===== config.mk =====
export PLATFORM = sky130hd
export DESIGN_NAME = dual_timer_regs
export DESIGN_NICKNAME = d
export VERILOG_FILES = /design/src/rtl/dual_timer_pkg.sv /design/src/rtl/dual_timer_prescale.sv /design/src/rtl/dual_timer_channel.sv /design/src/rtl/dual_timer_regs.sv
export SDC_FILE = /design/constraint.sdc
export NUM_CORES = 1
export LEC_CHECK = 0
export ABC_AREA = 1
export BUFFER_PORTS_ARGS = -buffer_cell sky130_fd_sc_hd__buf_2
export CAP_MARGIN = 40
export CORE_ASPECT_RATIO = 1.75
export CORE_MARGIN = 4
export CORE_UTILIZATION = 40
export CTS_CLUSTER_SIZE = 40
export DETAILED_ROUTE_END_ITERATION = 10
export GPL_TIMING_DRIVEN = 1
export PLACE_DENSITY_LB_ADDON = 0.2
export SLEW_MARGIN = 20
export SYNTH_ARGS = -nofsm -noshare
export SYNTH_HDL_FRONTEND = slang
export SYNTH_HIERARCHICAL = 1
export SYNTH_SLANG_ARGS = --single-unit

===== constraint.sdc =====
create_clock -name clk -period 3.4 [get_ports clk]
set_clock_uncertainty 0.05 [all_clocks]
set_input_delay 0.68 -clock clk [delete_from_list [all_inputs] [get_ports clk]]
set_output_delay 0.68 -clock clk [all_outputs]
set_load 0.005 [all_outputs]

===== src/rtl/dual_timer_pkg.sv =====
package dual_timer_pkg;

  localparam int CH_WORD_W = 3;

  typedef enum logic [CH_WORD_W-1:0] {
    W_LOAD_NOW = 3'd0,
    W_COUNT    = 3'd1,
    W_CTRL     = 3'd2,
    W_ACK      = 3'd3,
    W_RAW      = 3'd4,
    W_MASKED   = 3'd5,
    W_LOAD_BG  = 3'd6,
    W_SPARE    = 3'd7
  } ch_word_e;

  localparam logic [1:0] PRE_DIV16  = 2'b01;
  localparam logic [1:0] PRE_DIV256 = 2'b10;

  typedef struct packed {
    logic       run;
    logic       periodic;
    logic       irq_en;
    logic       spare;
    logic [1:0] prescale;
    logic       wide;
    logic       single;
  } ctrl_t;

  localparam logic [7:0] CTRL_RESET = 8'h20;

  function automatic logic [7:0] id_byte(input logic [2:0] idx);
    case (idx)
      3'd0:    id_byte = 8'h04;
      3'd1:    id_byte = 8'h18;
      3'd2:    id_byte = 8'h14;
      3'd3:    id_byte = 8'h00;
      3'd4:    id_byte = 8'h0D;
      3'd5:    id_byte = 8'hF0;
      3'd6:    id_byte = 8'h05;
      default: id_byte = 8'hB1;
    endcase
  endfunction

endpackage


===== src/rtl/dual_timer_prescale.sv =====
module dual_timer_prescale #(
  parameter int LO_LOG2 = 4,
  parameter int HI_LOG2 = 8
) (
  input  logic       clk,
  input  logic       rst_n,
  input  logic       clear,
  input  logic       run,
  input  logic       tick_en,
  input  logic [1:0] sel,
  output logic       step
);
  import dual_timer_pkg::*;

  logic [HI_LOG2-1:0] pre_cnt;
  logic               lo_full;
  logic               hi_full;

  assign lo_full = &pre_cnt[LO_LOG2-1:0];
  assign hi_full = &pre_cnt;

  always_ff @(posedge clk) begin
    if (!rst_n)            pre_cnt <= '0;
    else if (clear)        pre_cnt <= '0;
    else if (run && tick_en) pre_cnt <= pre_cnt + 1'b1;
  end

  always_comb begin
    step = 1'b0;
    if (run && tick_en) begin
      case (sel)
        PRE_DIV16:  step = lo_full;
        PRE_DIV256: step = hi_full;
        default:    step = 1'b1;
      endcase
    end
  end

endmodule


===== src/rtl/dual_timer_channel.sv =====
module dual_timer_channel #(
  parameter int DATA_W   = 32,
  parameter int NARROW_W = 16
) (
  input  logic                                 clk,
  input  logic                                 rst_n,
  input  logic                                 tick_en,
  input  logic                                 wr_en,
  input  logic [dual_timer_pkg::CH_WORD_W-1:0] word,
  input  logic [DATA_W-1:0]                    wdata,
  output logic [DATA_W-1:0]                    rdata,
  output logic                                 irq
);
  import dual_timer_pkg::*;

  localparam int CTRL_W = $bits(ctrl_t);

  ctrl_t             ctrl;
  logic [DATA_W-1:0] reload;
  logic [DATA_W-1:0] count;
  logic              raw;
  logic              halted;

  logic [DATA_W-1:0] cnt_mask;
  logic [DATA_W-1:0] cnt_eff;
  logic              step;
  logic              wrap;
  logic              wr_ctrl, wr_now, wr_bg, wr_ack;

  assign cnt_mask = ctrl.wide ? {DATA_W{1'b1}}
                              : {{(DATA_W-NARROW_W){1'b0}}, {NARROW_W{1'b1}}};
  assign cnt_eff  = count & cnt_mask;

  assign wr_ctrl = wr_en && (word == W_CTRL);
  assign wr_now  = wr_en && (word == W_LOAD_NOW);
  assign wr_bg   = wr_en && (word == W_LOAD_BG);
  assign wr_ack  = wr_en && (word == W_ACK);

  dual_timer_prescale u_pre (
    .clk     (clk),
    .rst_n   (rst_n),
    .clear   (wr_ctrl),
    .run     (ctrl.run && !halted),
    .tick_en (tick_en),
    .sel     (ctrl.prescale),
    .step    (step)
  );

  assign wrap = step && (cnt_eff == '0);

  always_ff @(posedge clk) begin
    if (!rst_n) begin
      ctrl   <= ctrl_t'(CTRL_RESET);
      reload <= '0;
      count  <= '1;
      halted <= 1'b0;
    end else begin
      if (wr_ctrl) begin
        ctrl   <= ctrl_t'(wdata[CTRL_W-1:0]);
        halted <= 1'b0;
      end
      if (wr_now) begin
        reload <= wdata;
        count  <= wdata;
        halted <= 1'b0;
      end else if (wr_bg) begin
        reload <= wdata;
      end else if (step) begin
        if (wrap) begin
          if (ctrl.single)        halted <= 1'b1;
          else if (ctrl.periodic) count  <= reload;
          else                    count  <= cnt_mask;
        end else begin
          count <= cnt_eff - 1'b1;
        end
      end
    end
  end

  always_ff @(posedge clk) begin
    if (!rst_n)      raw <= 1'b0;
    else if (wrap)   raw <= 1'b1;
    else if (wr_ack) raw <= 1'b0;
  end

  assign irq = raw && ctrl.irq_en;

  always_comb begin
    case (ch_word_e'(word))
      W_LOAD_NOW, W_LOAD_BG: rdata = reload;
      W_COUNT:               rdata = cnt_eff;
      W_CTRL:                rdata = DATA_W'(ctrl);
      W_RAW:                 rdata = DATA_W'(raw);
      W_MASKED:              rdata = DATA_W'(irq);
      default:               rdata = '0;
    endcase
  end

endmodule


===== src/rtl/dual_timer_regs.sv =====
module dual_timer_regs #(
  parameter int NUM_CH   = 2,
  parameter int ADDR_W   = 12,
  parameter int DATA_W   = 32,
  parameter int NARROW_W = 16
) (
  input  logic              clk,
  input  logic              rst_n,
  input  logic [NUM_CH-1:0] tick_en,
  input  logic              wr_en,
  input  logic              rd_en,
  input  logic [ADDR_W-1:0] addr,
  input  logic [DATA_W-1:0] wdata,
  output logic [DATA_W-1:0] rdata,
  output logic              irq
);
  import dual_timer_pkg::*;

  localparam int CH_OFF_W  = CH_WORD_W + 2;
  localparam int CH_IDX_W  = $clog2(NUM_CH);
  localparam int CH_TOP    = NUM_CH << CH_OFF_W;
  localparam int ID_BASE   = (1 << ADDR_W) - (8 * 4);

  logic                 chan_region;
  logic                 id_region;
  logic [CH_IDX_W-1:0]  chan_idx;
  logic [CH_WORD_W-1:0] word;
  logic [DATA_W-1:0]    chan_rdata [NUM_CH];
  logic [NUM_CH-1:0]    chan_irq;
  logic [DATA_W-1:0]    rd_mux;

  assign chan_region = (int'(addr) < CH_TOP);
  assign id_region   = (int'(addr) >= ID_BASE);
  assign chan_idx    = addr[CH_OFF_W +: CH_IDX_W];
  assign word        = addr[2 +: CH_WORD_W];

  for (genvar i = 0; i < NUM_CH; i++) begin : g_ch
    logic sel_wr;
    assign sel_wr = wr_en && chan_region && (chan_idx == CH_IDX_W'(i));

    dual_timer_channel #(
      .DATA_W   (DATA_W),
      .NARROW_W (NARROW_W)
    ) u_ch (
      .clk     (clk),
      .rst_n   (rst_n),
      .tick_en (tick_en[i]),
      .wr_en   (sel_wr),
      .word    (word),
      .wdata   (wdata),
      .rdata   (chan_rdata[i]),
      .irq     (chan_irq[i])
    );
  end

  always_comb begin
    if (chan_region)    rd_mux = chan_rdata[chan_idx];
    else if (id_region) rd_mux = DATA_W'(id_byte(word));
    else                rd_mux = '0;
  end

  always_ff @(posedge clk) begin
    if (!rst_n)     rdata <= '0;
    else if (rd_en) rdata <= rd_mux;
  end

  assign irq = |chan_irq;

endmodule


==> impl_results.rst <==
.. list-table::
   :header-rows: 1

   * - Metric
     - Value
   * - Worst R2R End
     - g_ch[1].u_ch/count[25]
   * - Clock latency on the worst-skew pair
     - 0.46 ns
   * - Post-Route Utilization
     - 0.4480
   * - Startpoint of the worst register-to-register path
     - g_ch[1].u_ch/ctrl[1]
   * - Final hold viol count
     - 0
   * - Number of warning messages in the yosys log
     - 6
   * - Half-perimeter wire length after placement
     - 33,060 um
   * - Aggregate routed wire length
     - 45,120 um
   * - Antenna Violating Nets Remaining
     - 0
   * - Top cells by area, synth
     - sky130_fd_sc_hd__dfxtp_1, sky130_fd_sc_hd__nand2_1, sky130_fd_sc_hd__nand3_1, sky130_fd_sc_hd__nor2_1, sky130_fd_sc_hd__inv_1
   * - Share of synthesized area spent on multiplexers
     - 0
   * - Deepest clock path buffer count
     - 2
   * - Top flip-flop cell by instance count after synthesis
     - sky130_fd_sc_hd__dfxtp_1
   * - Area fraction in and, or, nand and nor cells after synthesis
     - 0.3870
   * - 1st-iter DRT viols
     - 1,101
   * - Hold buffers post-CTS
     - 0
   * - Post-route minimum period
     - 2.914 ns
   * - Critical path fanouts, max
     - 23
   * - Average routed wire per standard cell
     - 17.46 um
   * - DRT Pass-1 Iters
     - 5
   * - Status
     - complete, no violations
   * - Leading cell types by count after synthesis
     - sky130_fd_sc_hd__nand2_1, sky130_fd_sc_hd__nor2_1, sky130_fd_sc_hd__inv_1
   * - Post-synth EDFFs
     - 0
   * - Endpoint type of the worst setup path
     - flop
   * - Initial antenna violation count
     - 0
   * - Number of buffers added for setup after CTS
     - 0
   * - Worst reg2reg setup slack
     - 0.49 ns
   * - Slew at the pin closest to its max-slew limit
     - 0.8379 ns
   * - Most used standard cell by instance count after synthesis
     - sky130_fd_sc_hd__nand2_1
   * - Number of failing setup endpoints in the final timing report
     - 0
   * - Chip height
     - 245.5 um
   * - Mean cell area of the mapped netlist
     - 6.015 sq um
   * - Post-synthesis cell type with the largest combined area
     - sky130_fd_sc_hd__dfxtp_1
   * - Slew margin rel.
     - 0.4399
   * - Buffers added on ports
     - 80
   * - Resized cells post-CTS
     - 0
   * - Placeable core area
     - 31,640 sq um
   * - Detailed-route DRC error count
     - 0
   * - Post-synthesis cell count
     - 2,143
   * - Pin count of the biggest net entering global routing
     - 114
   * - Area share of fa/ha/maj cells after synthesis
     - 0.007765
   * - Mapped Area
     - 12,890 sq um
   * - Final net count
     - 2,234
   * - Placement row count
     - 86
   * - Timing startpoint of the critical path
     - g_ch[1].u_ch/ctrl[1]
   * - Layout cells sized above 1
     - 0.1069
   * - Reg2Reg Depth
     - 12
   * - Setup repair after global routing missed its margin
     - false
   * - Gr usage total
     - 0.2551
   * - First-pass GRT wire length
     - 70,320 um
   * - CTS H-tree lvls
     - 4
   * - Synthesized flop and latch total
     - 196
   * - Area of the multi-input gates
     - 7438 sq um
   * - Starting utilization of the core area
     - 0.4075
   * - Post-Syn Nets
     - 2,201
   * - Number of filler cells placed in the layout
     - 3,447
   * - IR Drop Worst-Case VDD
     - 0.0003415 V
   * - Required time reported for the critical path endpoint
     - 3.69 ns
   * - Critical Path AT
     - 3.20 ns
   * - Number of distinct library cells after synthesis
     - 36
   * - Width of the chip
     - 143.7 um
   * - Share of the synthesized area in compound gates (AO/OA/AOI/OAI)
     - 0.1672
   * - Post-route clock period utilization
     - 0.8571
   * - Leakage dissipation
     - 6.468 nW
   * - Total die area
     - 35,270 sq um
   * - Critical Path Start Type
     - flop
   * - Vias post-DR
     - 13.74k
   * - Worst Path Class, Setup
     - reg2reg
   * - Sequential fraction of the synthesis area
     - 0.3044
   * - Number of global-route vias before repair
     - 13.03k
   * - Synth-to-layout area growth
     - 9.940%
   * - Sequential cell area
     - 3924 sq um
   * - Overall power consumption
     - 4.727 mW
   * - Max Clock Freq
     - 0.3431 GHz
   * - Max-capacitance violation count
     - 0
   * - Overflow left after global routing
     - 0
   * - Class of the tightest hold or removal check
     - reg2reg
   * - Clock root buffer
     - sky130_fd_sc_hd__clkbuf_16
   * - TritonCTS clock tree
     - built
   * - Worst setup path end
     - g_ch[1].u_ch/count[25]
   * - Clk sinks
     - 196
   * - Power density of the placed cells
     - 333.6 nW/um^2
   * - Routability cong.
     - 0.9464
   * - Worst-case hold slack
     - 0.4152 ns
   * - Asr flop ratio synth
     - 0
   * - Final Slew Violations
     - 0
   * - Register clock-pin slew on the reported worst setup and hold paths
     - 0.07 ns
   * - Xor and xnor area share after synthesis
     - 0.01495
   * - N_diodes
     - 0
   * - Number of CTS-inserted buffers
     - 17
   * - Top cell type's share of synthesized area
     - 0.3044
   * - Final sum of negative setup slack
     - 0 ns
   * - Vias per cell
     - 5.318
   * - I/O Pins
     - 83
   * - Largest family of logic cells by synthesized area
     - simple AND/OR/NAND/NOR gates
[cell usage in the layout (no fill, tap or decap), types with 14 or more instances in the layout]
cell type	n
sky130_fd_sc_hd__a21oi_1	154
sky130_fd_sc_hd__buf_2	79
sky130_fd_sc_hd__buf_4	41
sky130_fd_sc_hd__clkbuf_16	17
sky130_fd_sc_hd__dfxtp_1	196
sky130_fd_sc_hd__inv_1	237
sky130_fd_sc_hd__nand2_1	615
sky130_fd_sc_hd__nand2_2	31
sky130_fd_sc_hd__nand3_1	218
sky130_fd_sc_hd__nand4_1	14
sky130_fd_sc_hd__nor2_1	240
sky130_fd_sc_hd__o21ai_0	140
sky130_fd_sc_hd__o21ai_1	25
sky130_fd_sc_hd__o221ai_1	14
sky130_fd_sc_hd__o22ai_1	48
sky130_fd_sc_hd__xor2_1	22
[worst max-delay path, stage by stage (launching register included)]
cell and delay (ns):
sky130_fd_sc_hd__dfxtp_1 0.45, sky130_fd_sc_hd__buf_8 0.22, sky130_fd_sc_hd__nand2_1 0.16, sky130_fd_sc_hd__nand2_1 0.12, sky130_fd_sc_hd__nor2_2 0.15, sky130_fd_sc_hd__nand2_2 0.14, sky130_fd_sc_hd__nor2_8 0.20, sky130_fd_sc_hd__nand4_4 0.10
sky130_fd_sc_hd__o21bai_4 0.61, sky130_fd_sc_hd__buf_4 0.39, sky130_fd_sc_hd__nor2_1 0.07, sky130_fd_sc_hd__nand2_1 0.06, sky130_fd_sc_hd__nand2_1 0.05
[registers in the layout, indices dropped and copies added (netlist names)]
| signal | cells |
|---|---|
| g_ch.u_ch/count | 64 |
| g_ch.u_ch/ctrl | 16 |
| g_ch.u_ch/halted | 2 |
| g_ch.u_ch/raw | 2 |
| g_ch.u_ch/reload | 64 |
| g_ch.u_ch/u_pre/pre_cnt | 16 |
| rdata | 32 |
[per-stage QoR]
stage          instance area (sq um)  worst slack, ns  cells
3_5_place_dp                   13600           0.3352   2553
2_1_floorplan                  12890           0.8093   2143
6_report                       14170           0.4857   2584
4_1_cts                        14170           0.5059   2584
5_1_grt                        14170           0.2863   2584
3_3_place_gp                   13530           0.3617   2550
[final cells by class]
type                    instances  share of cell area
clock buffers                  17             0.03002
clock inverters                14             0.01060
inverters                     247             0.06578
multi-input cells            1589              0.5249
flip-flops and latches        196              0.2769
well taps                     396             0.03496
repair buffers                125             0.05686
[worst min-delay path by stage]
stage,depth (start not counted),start,endpoint,slack [ns]
finish,2,g_ch[1].u_ch/count[21],g_ch[1].u_ch/count[21],0.42
global route,2,g_ch[1].u_ch/reload[23],g_ch[1].u_ch/reload[23],0.44
CTS,2,g_ch[1].u_ch/count[21],g_ch[1].u_ch/count[21],0.42
detailed placement,2,g_ch[1].u_ch/count[21],g_ch[1].u_ch/count[21],0.40
global placement,2,g_ch[1].u_ch/count[17],g_ch[1].u_ch/count[17],0.39
floorplan,2,g_ch[0].u_ch/count[17],g_ch[0].u_ch/count[17],0.38
[logic make-up (layout without fill, tap and decap cells)]
logic type,after synthesis,in the layout
adders and majority gates,8,8
buffers and inverters,358,403
and+or+nand+nor,1164,1164
xor gates and xnor gates,22,22
AOI/OAI and AO/OA,395,395
DFF,196,196
[per-layer routing]
layer,up-vias,GRT usage,wire [um]
met3,120,0.03230,2171
met4,0,0.1322,2548
met1,6214,0.2861,17400
met5,-,0,0
li1,6957,-,-
met2,451,0.4627,22990
[report_power, final]
part | switching (mW) | total [mW] | internal (mW)
logic | 0.227 | 0.318 | 0.0909
clock network | 0.992 | 2.08 | 1.09
registers | 0.0156 | 2.33 | 2.31
Note: power is estimated with default switching activity, not from simulation.
